### src/rtl/stream_byte_alu.sv
module stream_byte_alu #(
  parameter int DW = 8,
  parameter int GW = 2,
  parameter int SW = $clog2(DW)
) (
  input  logic          clk,
  input  logic          rst_n,
  input  logic [2:0]    op_sel,
  input  logic          mul_hi,
  input  logic [GW-1:0] grp_code,
  input  logic [SW-1:0] shamt,
  input  logic          src_valid,
  output logic          src_ready,
  input  logic          src_first,
  input  logic [DW-1:0] src_a,
  input  logic [DW-1:0] src_b,
  output logic          res_valid,
  input  logic          res_ready,
  output logic [DW-1:0] res_data
);
  localparam int CW = (1 << GW) - 1;

  logic          carry_q;
  logic [CW-1:0] pos_q;
  logic [DW-1:0] prev_q;

  logic take;
  assign src_ready = !res_valid || res_ready;
  assign take      = src_valid && src_ready;

  // operand boundary tracking
  logic [CW-1:0] pos_eff;
  logic [CW:0]   last_pos;
  logic          grp_start, grp_end;
  assign pos_eff   = src_first ? '0 : pos_q;
  assign grp_start = (pos_eff == '0);
  assign last_pos  = ({{CW{1'b0}}, 1'b1} << grp_code) - 1'b1;
  assign grp_end   = ({1'b0, pos_eff} == last_pos);

  // chained adder
  logic          is_add, is_sub, cin;
  logic [DW-1:0] b_opnd;
  logic [DW:0]   sum;
  assign is_add = (op_sel == 3'd0);
  assign is_sub = (op_sel == 3'd1);
  assign cin    = grp_start ? is_sub : carry_q;
  assign b_opnd = is_sub ? ~src_b : src_b;
  assign sum    = {1'b0, src_a} + {1'b0, b_opnd} + {{DW{1'b0}}, cin};

  // multiplier
  logic [2*DW-1:0] prod;
  assign prod = src_a * src_b;

  // funnel shifter over held byte
  logic [DW-1:0]   prev_eff;
  logic [2*DW-1:0] pair, pair_l, pair_r;
  assign prev_eff = src_first ? '0 : prev_q;
  assign pair     = {src_a, prev_eff};
  assign pair_l   = pair << shamt;
  assign pair_r   = pair >> shamt;

  logic [DW-1:0] result;
  always_comb begin
    case (op_sel)
      3'd0, 3'd1: result = sum[DW-1:0];
      3'd2:       result = mul_hi ? prod[2*DW-1:DW] : prod[DW-1:0];
      3'd3:       result = src_a & src_b;
      3'd4:       result = src_a | src_b;
      3'd5:       result = src_a ^ src_b;
      3'd6:       result = pair_l[2*DW-1:DW];
      default:    result = pair_r[DW-1:0];
    endcase
  end

  // state moves only on a taken beat
  always_ff @(posedge clk) begin
    if (!rst_n) begin
      res_valid <= 1'b0;
      res_data  <= '0;
      carry_q   <= 1'b0;
      pos_q     <= '0;
      prev_q    <= '0;
    end else if (take) begin
      res_valid <= 1'b1;
      res_data  <= result;
      prev_q    <= src_a;
      pos_q     <= grp_end ? '0 : pos_eff + 1'b1;
      if (is_add || is_sub) carry_q <= sum[DW];
    end else if (res_ready) begin
      res_valid <= 1'b0;
    end
  end
endmodule


### config.mk
export PLATFORM = sky130hd
export DESIGN_NAME = stream_byte_alu
export DESIGN_NICKNAME = d
export VERILOG_FILES = /design/src/rtl/stream_byte_alu.sv
export SDC_FILE = /design/constraint.sdc
export NUM_CORES = 1
export LEC_CHECK = 0
export BUFFER_PORTS_ARGS = -buffer_cell sky130_fd_sc_hd__buf_2
export CORE_MARGIN = 8
export CORE_UTILIZATION = 41
export DETAILED_ROUTE_END_ITERATION = 10
export PLACE_DENSITY = 0.63
export SYNTH_ARGS = -nofsm -noshare
export SYNTH_HDL_FRONTEND = slang
export SYNTH_SLANG_ARGS = --single-unit
### constraint.sdc
create_clock -name clk -period 6.9 [get_ports clk]
set_input_delay 1.38 -clock clk [delete_from_list [all_inputs] [get_ports clk]]
set_output_delay 1.38 -clock clk [all_outputs]
set_load 0.02 [all_outputs]
==> results_dict.tcl, run 1 <==
set metrics [dict create \
    crit_arrival_ns 5.82 \
    ys_ff_latch 21 \
    yosysWarnings 0 \
    cp-end-kind "flip-flop" \
    core_mm2 0.0115 \
    synth_ff_type "dfxtp_1" \
    maxCapViolations 0 \
    cts_tree "built" \
    area_delta_synth_final_pct 6.02 \
    num_antenna_cells 0 \
    grtUsageMet1_pct 27.6 \
    dieArea_mm2 0.0156 \
    cts_setup_buffers 0 \
    min_path_cells 2 \
    worstPathMaxFanout 12 \
    final_layout_size_suffix_gt1_share_pct 11.1 \
    pwr_density_cell_mw_per_mm2 182 \
    nets 753 \
    antenna_left 0 \
    postSynthAreaPerCell_um2 7.95 \
    cts_root_buf "clkbuf_16" \
    cts_resized 0 \
    drc_errors 0 \
    vias 4511 \
    rr_startpoint "pos_q[1]" \
    syn-cell-area_mm2 0.00486 \
    worstSkewPairLatency_ns 0.26 \
    status "finished clean" \
    top_usage_layer "met2" \
    whs_ns 0.479 \
    synth_top_area_share_pct 15.7 \
    reg2regPathDepth 12 \
    grt_use_total_pct 18.6 \
    wirelength_um 14600 \
    total_power_w 0.000941 \
    skew_ns 0.00876 \
    overflow 0 \
    hpwl_um 11600 \
    synth_top_area_cell "ha_1" \
    reg2reg_to "res_data[4]" \
    r2r_slack_ns 3.44 \
    syn_nets 741 \
    numPortBuffers 39 \
    worst_setup_path_start_kind "primary input" \
    rsz0062_at_grt "false" \
    finalCriticalPeriod_ns 5.67 \
    clk_path_buf_depth 2 \
    start_util_pct 42.2 \
    met2_usage_pct 27.7 \
    hold_violations 0 \
    rows 39 \
    tns_ns 0 \
    hold_buffers 0 \
    finalSetupViolations 0 \
    synth_edf_count 0 \
    drtPass1Iterations 5 \
    synthTopCellsByArea "ha_1 16%, fa_1 16%, dfxtp_1 8.6%, inv_1 5.2%, nor2_1 5.1%" \
    grt_pass1_wl_um 23900 \
    die_h_um 125 \
    min_path_type "reg -> reg" \
    syn_inst 612 \
    hold_end "pos_q[0]" \
    dp_slack_ns 0.968 \
    synth_cell_types 62 \
    antenna_found_initial 0 \
    fin_crit_sh_pct 82.2 \
    async_flop_share_pct 0 \
    yosysSeqAreaShare_pct 8.64 \
    fmax_mhz 176 \
    grt_max_degree 34 \
    fillers 1192 \
    chipWidth_um 125 \
    setup_ws_ns 1.23 \
    total_leakage_power_nw 2.44 \
    seq_area_um2 420 \
    met3_usage_pct 2.87 \
    wl_per_cell_um 19.0 \
    min_from "pos_q[0]" \
    slew_headroom_pct 46.0 \
    first_iter_violations 418 \
    required_ns 7.05 \
    cts.sinks 21 \
    routed_via_density 5.89 \
    worst_pin_slew_ns 0.808 \
    h-tree-depth 1 \
    multiInputGateArea_mm2 0.00399 \
    finalMaxSlewViolations 0 \
    peakVddDrop_mv 0.120 \
    critPathKind "in -> reg" \
    numCtsBuffers 3 \
    path_clk_slew_ns 0.07 \
    routabilityCongestion 0.972 \
    grt_pass1_vias 4415 \
    num_io_pins 40 \
]
[cell type report]
cell class	count	share of cell area, %
clock buffers	3	1.46
multi-input cells	482	77.4
flip-flops and latches	21	8.15
inverters	77	5.60
repair buffers	39	3.78
well taps	143	3.47
clock inverters	1	0.0970
[logic make-up after synthesis]
group           Yosys count  share of synthesized area (%)
fa+ha+maj                99                           31.3
xor+xnor                 20                           3.60
simple gates            181                           16.6
flops                    21                           8.64
mux                      35                           10.2
compound gates          147                           20.4
buf+inv                 109                           9.26
[cells in the final DEF, fill, tap and decap left out, drive strengths merged, types with 3 or more instances in the layout]
cell	instances
inv	70
fa	38
a21o	8
xnor2	18
o211ai	4
nor2	66
a21oi	26
nand3	11
a211o	5
clkbuf	3
nand3b	4
o21bai	5
a221oi	7
nor2b	5
a21boi	12
dfxtp	21
o31ai	3
o32ai	3
nor3	12
o21ai	38
a221o	3
buf	39
mux2i	16
mux2	9
ha	61
and2	4
or3	3
o221ai	3
clkinv	8
a211oi	10
nand2	60
nand2b	5
mux4	10
a31oi	5
and3	3
[per-layer routing]
layer | up-vias | part of all wire [%]
li1 | 2146 | -
met1 | 2156 | 48
met2 | 193 | 43
met3 | 16 | 7.7
met4 | 0 | 1.2
met5 | - | 0
[stage by stage]
step / cells / instance area (um2) / util (%)
global placement: 762 / 5080 / 44.1
detailed placement: 762 / 5080 / 44.1
finish: 766 / 5160 / 44.8
global route: 766 / 5160 / 44.8
CTS: 766 / 5160 / 44.8
floorplan: 612 / 4860 / -
[power breakdown]
part	internal, W	switching (W)
clock	0.0000780	0.0000498
sequential	0.000130	0.00000886
combinational	0.000269	0.000405
[worst max path at each step]
stage	start	endpoint	slack (ns)	cells past startpoint
global route	src_a[1]	res_data[7]	0.99	16
detailed placement	src_a[1]	res_data[7]	0.97	16
global placement	src_a[1]	res_data[7]	0.99	16
floorplan	src_a[1]	res_data[7]	1.27	16
CTS	src_a[1]	res_data[7]	1.23	16
finish	src_a[1]	res_data[7]	1.23	16
[cells in the mapped netlist, types with 3 or more instances]
cell	n
ha_1	61
a211oi_1	10
o211ai_1	3
clkbuf_1	16
or3_1	3
xnor2_1	18
clkinv_1	7
mux2i_1	16
dfxtp_1	21
nand2_1	60
nand2b_1	5
a221oi_1	6
o221ai_1	3
a21oi_1	26
nand3_1	11
mux2_2	7
nand3b_1	4
o31ai_1	3
fa_1	38
a21boi_0	12
a31oi_1	5
and3_1	3
nor2_1	66
buf_6	3
mux4_2	10
nor3_1	12
nor2b_1	5
and2_1	3
o21bai_1	5
a221o_1	3
buf_2	11
a211o_1	5
o32ai_1	3
inv_1	68
o21ai_0	37
a21o_1	8
[state kept, by name, summed over array words and instances (netlist names)]
register / cells
pos_q: 3
res_data: 8
res_valid: 1
carry_q: 1
prev_q: 8
[critical path: stages]
cell,delay (ns)
buf_2,0.27
inv_1,0.18
nor2_1,0.19
fa_1,0.45
fa_1,0.53
fa_1,0.55
inv_1,0.06
fa_1,0.53
inv_1,0.04
ha_1,0.36
and2_4,0.18
a221oi_2,0.28
a21oi_1,0.13
or4_1,0.51
nand3_1,0.10
a31oi_1,0.08
No activity file was read; power rests on OpenSTA's default activity.
==> inputs of run 2 (changes only) <==
PLACE_DENSITY = 0.65   (was 0.63)
clock period = 4.8 ns   (was 6.9 ns; I/O delays follow)
==> run 2 against run 1 <==
Worst hold slack better by 0.015 ns. Critical endpoint unchanged. Via count is 7.0% higher. Core utilization is 7.3 points higher. Sequential share of layout area is 1.1 points lower. Die area stayed put. Global-route usage is 0.48 points higher. Combinational power is 91% higher.
==> results_dict.tcl, run 2 (synthesis gave the netlist of run 1 again) <==
set metrics [dict create \
    cts.sinks 21 \
    min_from "prev_q[0]" \
    antenna_found_initial 0 \
    routabilityCongestion 0.953 \
    vias 4828 \
    numPortBuffers 39 \
    core_mm2 0.0115 \
    nets 832 \
    max_stage_delay_ns 0.57 \
    worst-path-buf-inv 4 \
    maxCapViolations 0 \
    grt_use_total_pct 19.0 \
    start_util_pct 42.2 \
    required_ns 4.94 \
    num_antenna_cells 0 \
    rr_startpoint "pos_q[1]" \
    overflow 0 \
    fin_crit_sh_pct 98.1 \
    path_clk_slew_ns 0.06 \
    routed_via_density 5.71 \
    dieArea_mm2 0.0156 \
    hold_violations 0 \
    setup_ws_ns 0.0905 \
    status "finished clean" \
    cts_tree "built" \
    numCtsBuffers 3 \
    crit_chain "clkbuf_4, inv_4, nor2_4, fa_1, fa_1, fa_1, inv_2, fa_1, inv_2, ha_4, and2_4, a221oi_4, a21oi_2, or4_4, nand3_2, a31oi_1" \
    area_delta_synth_final_pct 23.3 \
    drc_errors 0 \
    worst_pin_slew_ns 0.843 \
    startpoint "src_a[5]" \
    chipWidth_um 125 \
    dpl_cell_area_mm2 0.00569 \
    die_h_um 125 \
    fmax_mhz 212 \
    num_io_pins 40 \
    crit_family "adder cells" \
    worstSkewPairLatency_ns 0.26 \
    hold_buffers 0 \
    final_layout_size_suffix_gt1_share_pct 28.3 \
    wl_per_cell_um 18.1 \
    clk_path_buf_depth 2 \
    dp_slack_ns -0.314 \
    h-tree-depth 1 \
    critPathKind "in -> reg" \
    slew_headroom_pct 43.6 \
    total_leakage_power_nw 2.82 \
    finalSetupViolations 0 \
    finalMaxSlewViolations 0 \
    peakVddDrop_mv 0.179 \
    drtPass1Iterations 5 \
    first_iter_violations 508 \
    worst_setup_path_start_kind "primary input" \
    pwr_density_cell_mw_per_mm2 280 \
    cts_root_buf "clkbuf_16" \
    dp.cells 838 \
    fin_area_mm2 0.00600 \
    tns_ns 0 \
    grt_pass1_vias 4702 \
    wirelength_um 15300 \
    finalCriticalPeriod_ns 4.71 \
    grt_max_degree 34 \
    final_common_cell "buf_4" \
    skew_ns 0.00808 \
    crit_top_cell "fa_1" \
    worstPathMaxFanout 4 \
    grt_pass1_wl_um 24500 \
    final-instance-count-excl-fill 845 \
    min_path_type "reg -> reg" \
    slowest_stage "fa_1" \
    hpwl_um 12500 \
    reg_top3 "prev_q x8, res_data x8, pos_q x3" \
    cp-end-kind "flip-flop" \
    antenna_left 0 \
    crit_arrival_ns 4.85 \
    layout_common_cells "79 x buf_4, 58 x inv_1, 56 x nand2_1, 56 x nor2_1, 56 x ha_1" \
    fin_util_pct 52.1 \
    rows 39 \
]
## run 2: final cells by class
class | count | area (um2)
fill | 1079 | 5520
multi-input combinational | 482 | 4190
timing repair buffer | 118 | 815
sequential | 21 | 420
inverter | 77 | 307
tap | 143 | 179
clock buffer | 3 | 75.1
clock inverter | 1 | 7.51
## run 2: report_power, final
group          total [W]  internal [W]  switching [W]
registers       0.000201      0.000187      0.0000137
clock network   0.000183      0.000113      0.0000704
logic            0.00129      0.000606       0.000689
total            0.00168      0.000906       0.000773
## run 2: repair_timing
action                                  4_1_cts  5_1_grt
gates cloned                                  0        0
endpoints found under the setup margin        4        8
gates resized for setup                       2       59
setup buffers                                 0        3
pin swaps                                     0       27
## run 2: metrics by stage
step,power (W),hold WS [ns]
after floorplan,0.000960,0.441
after global placement,0.00135,0.470
after detailed placement,0.00137,0.485
after CTS,0.00159,0.491
after global routing,0.00183,0.517
final,0.00168,0.493
## run 2: tightest hold or removal path, delay by kind of cell, from the launching register on
family / cells / cell delay, ns
flip-flops: 1 / 0.33
AO/OA/AOI/OAI: 1 / 0.06
AND/OR/NAND/NOR: 1 / 0.05
## run 2: path summary, 6_finish.rpt
kind	endpoint	cells after the start	slack (ns)
setup reg to reg	res_data[4]	12	1.48
hold reg to reg	prev_q[0]	2	0.49
hold / removal	prev_q[0]	2	0.49
setup / recovery	res_data[7]	16	0.09
## run 2: per-layer routing
layer / wire length (um) / global-route usage (%) / vias up / part of all wire, %
met1: 6770 / 26.1 / 2287 / 44
li1: - / - / 2302 / -
met5: 0 / 0 / - / 0
met2: 7210 / 31.6 / 220 / 47
met3: 1120 / 2.35 / 19 / 7.3
met4: 234 / 3.30 / 0 / 1.5
==> inputs of run 3 (changes only) <==
ABC_AREA = 1   (was default)
==> run 3 against run 2 <==
Core utilization is 4.6 points lower. Global-route usage is 1.4 points lower. Critical path depth is 4 higher. Total power is 6.0% lower. Sequential cell count stayed put. Non-clock buffer count is 36 lower. Die area is 3.5% higher. Register-to-register slack better by 0.40 ns. Synthesized cell count is 33% higher. Combinational power is 7% lower. Cell count is 20% higher. Worst hold slack worse by 0.029 ns.
==> results_dict.tcl, run 3 <==
set metrics [dict create \
    slowest_stage "fa_1" \
    crit_arrival_ns 4.81 \
    dieArea_mm2 0.0162 \
    yosysSeqAreaShare_pct 8.31 \
    drtPass1Iterations 5 \
    vias 5190 \
    worstSkewPairLatency_ns 0.25 \
    grt_pass1_vias 4812 \
    status "finished clean" \
    worst_pin_slew_ns 0.714 \
    clk_path_buf_depth 2 \
    cts.sinks 21 \
    setup_ws_ns 0.169 \
    core_mm2 0.0120 \
    worst-path-buf-inv 4 \
    num_io_pins 40 \
    total_leakage_power_nw 3.43 \
    postSynthAreaPerCell_um2 6.22 \
    wl_per_cell_um 14.1 \
    finalCriticalPeriod_ns 4.63 \
    antenna_found_initial 0 \
    final_layout_size_suffix_gt1_share_pct 13.6 \
    cts_setup_buffers 0 \
    start_util_pct 42.1 \
    startpoint "src_b[7]" \
    final-instance-count-excl-fill 1013 \
    dp_slack_ns -0.0902 \
    synthTopCellsByArea "nand2_1 17%, ha_1 15%, fa_1 15%, inv_1 12%, dfxtp_1 8.3%" \
    critPathKind "in -> reg" \
    synth_ff_type "dfxtp_1" \
    synth_top_area_cell "nand2_1" \
    min_from "res_data[6]" \
    yosysMostFrequentCell "nand2_1" \
    fin_crit_sh_pct 96.5 \
    numPortBuffers 39 \
    reg_top3 "prev_q x8, res_data x8, pos_q x3" \
    grt_max_degree 30 \
    cp-end-kind "flip-flop" \
    grt_use_total_pct 17.6 \
    fmax_mhz 216 \
    nets 996 \
    hold_end "res_data[6]" \
    cts_root_buf "clkbuf_16" \
    yosysWarnings 0 \
    tns_ns 0 \
    grt_pass1_wl_um 23600 \
    max_stage_delay_ns 0.54 \
    synth_top_area_share_pct 16.7 \
    overflow 0 \
    pwr_density_cell_mw_per_mm2 276 \
    cts_tree "built" \
    finalMaxSlewViolations 0 \
    reg2reg_to "res_data[2]" \
    required_ns 4.98 \
    min_path_type "reg -> reg" \
    synth_edf_count 0 \
    hold_buffers 0 \
    finalSetupViolations 0 \
    crit_chain "buf_2, nand2_1, fa_1, fa_1, inv_1, fa_1, inv_1, fa_1, inv_1, ha_1, nand2_1, nor2_2, nand3_1, nand3_1, nand2_1, nand3_1, nand2_1, nand2_1, nand2_1, a21oi_1" \
    die_h_um 127 \
    hpwl_um 11800 \
    syn_inst 813 \
    routed_via_density 5.12 \
    wirelength_um 14300 \
    area_delta_synth_final_pct 12.8 \
    antenna_left 0 \
    maxCapViolations 0 \
    ys_ff_latch 21 \
    whs_ns 0.464 \
    syn_nets 942 \
    synth_cell_types 38 \
    routabilityCongestion 0.896 \
    syn-cell-area_mm2 0.00506 \
    synth_common_cells "225 x nand2_1, 164 x inv_1, 75 x nand3_1" \
    chipWidth_um 127 \
    peakVddDrop_mv 0.180 \
    r2r_slack_ns 1.88 \
    rows 40 \
    layout_common_cells "224 x nand2_1, 164 x inv_1, 74 x nand3_1" \
    hold_violations 0 \
    worstPathMaxFanout 6 \
    rr_startpoint "pos_q[0]" \
    crit_family "adder cells" \
    dp.cells 1009 \
    min_path_cells 2 \
    skew_ns 0.00254 \
    path_clk_slew_ns 0.06 \
    crit_top_cell "nand2_1" \
    reg2regPathDepth 13 \
    first_iter_violations 498 \
    numCtsBuffers 3 \
    slew_headroom_pct 52.3 \
    async_flop_share_pct 0 \
    h-tree-depth 1 \
    fin_area_mm2 0.00571 \
    final_common_cell "nand2_1" \
    dpl_cell_area_mm2 0.00558 \
    drc_errors 0 \
    num_antenna_cells 0 \
    worst_setup_path_start_kind "primary input" \
]
-- run 3: changes by cell type in the layout (fill, tap and decap cells not counted), sizes merged, moves of 12 or more --
cell    previous run  this run
mux2i             16         0
buf              115        81
nand3             11        78
inv               72       168
a21oi             26        47
nor2              66        42
nand2             60       235
xnor2             18         5
a21boi            12         0
-- run 3: power breakdown --
part	switching, W	internal, W
clock	0.0000627	0.000112
sequential	0.0000105	0.000189
combinational	0.000709	0.000494
total	0.000783	0.000795
-- run 3: what timing repair did --
| item | CTS | global route |
|---|---|---|
| endpoints found under the hold margin | 0 | 0 |
| gates resized for setup | 0 | 8 |
| endpoints found under the setup margin | 0 | 7 |
-- run 3: tightest hold or removal path: cells and delay by family, from the launching register on --
| kind | cells | cell delay (ns) |
|---|---|---|
| flip-flops | 1 | 0.30 |
| AND/OR/NAND/NOR | 1 | 0.06 |
| AO/OA/AOI/OAI | 1 | 0.06 |
-- run 3: kinds of logic (layout without fill, tap and decap cells) --
logic type	after synthesis	count (layout)	synth area share [%]
AND/OR/NAND/NOR	371	371	31.3
buffers and inverters	201	254	16.0
AO/OA/AOI/OAI	104	104	11.4
adder cells (fa/ha/maj)	99	99	30.1
flip-flops	21	21	8.31
XOR/XNOR	17	17	2.94
-- run 3: worst max-delay path by stage --
stage	end	slack [ns]	cells past startpoint
CTS	res_data[2]	0.14	18
finish	res_data[6]	0.17	20
global route	res_data[6]	-0.002	21
floorplan	res_data[2]	0.16	20
global placement	res_data[6]	-0.05	22
detailed placement	res_data[2]	-0.09	19
-- run 3: area by class of cell --
type	instances	area (um2)
fillers	1248	6300
multi-input cells	591	3870
inverters	168	631
repair buffers	82	520
flip-flops and latches	21	420
well taps	147	184
clock buffers	3	75.1
clock inverters	1	5.00
-- run 3: stage by stage --
stage	power (W)	util (%)
global placement	0.00134	46.5
finish	0.00158	47.5
global route	0.00176	47.5
CTS	0.00152	47.2
floorplan	0.000987	-
detailed placement	0.00134	46.5
-- run 3: metal layers --
metal	global-route usage (%)	vias up	part of all wire (%)
met3	1.41	8	5.6
met4	2.52	0	1.2
met1	26.6	2362	49
met2	27.0	187	44
li1	-	2633	-
met5	0	-	0
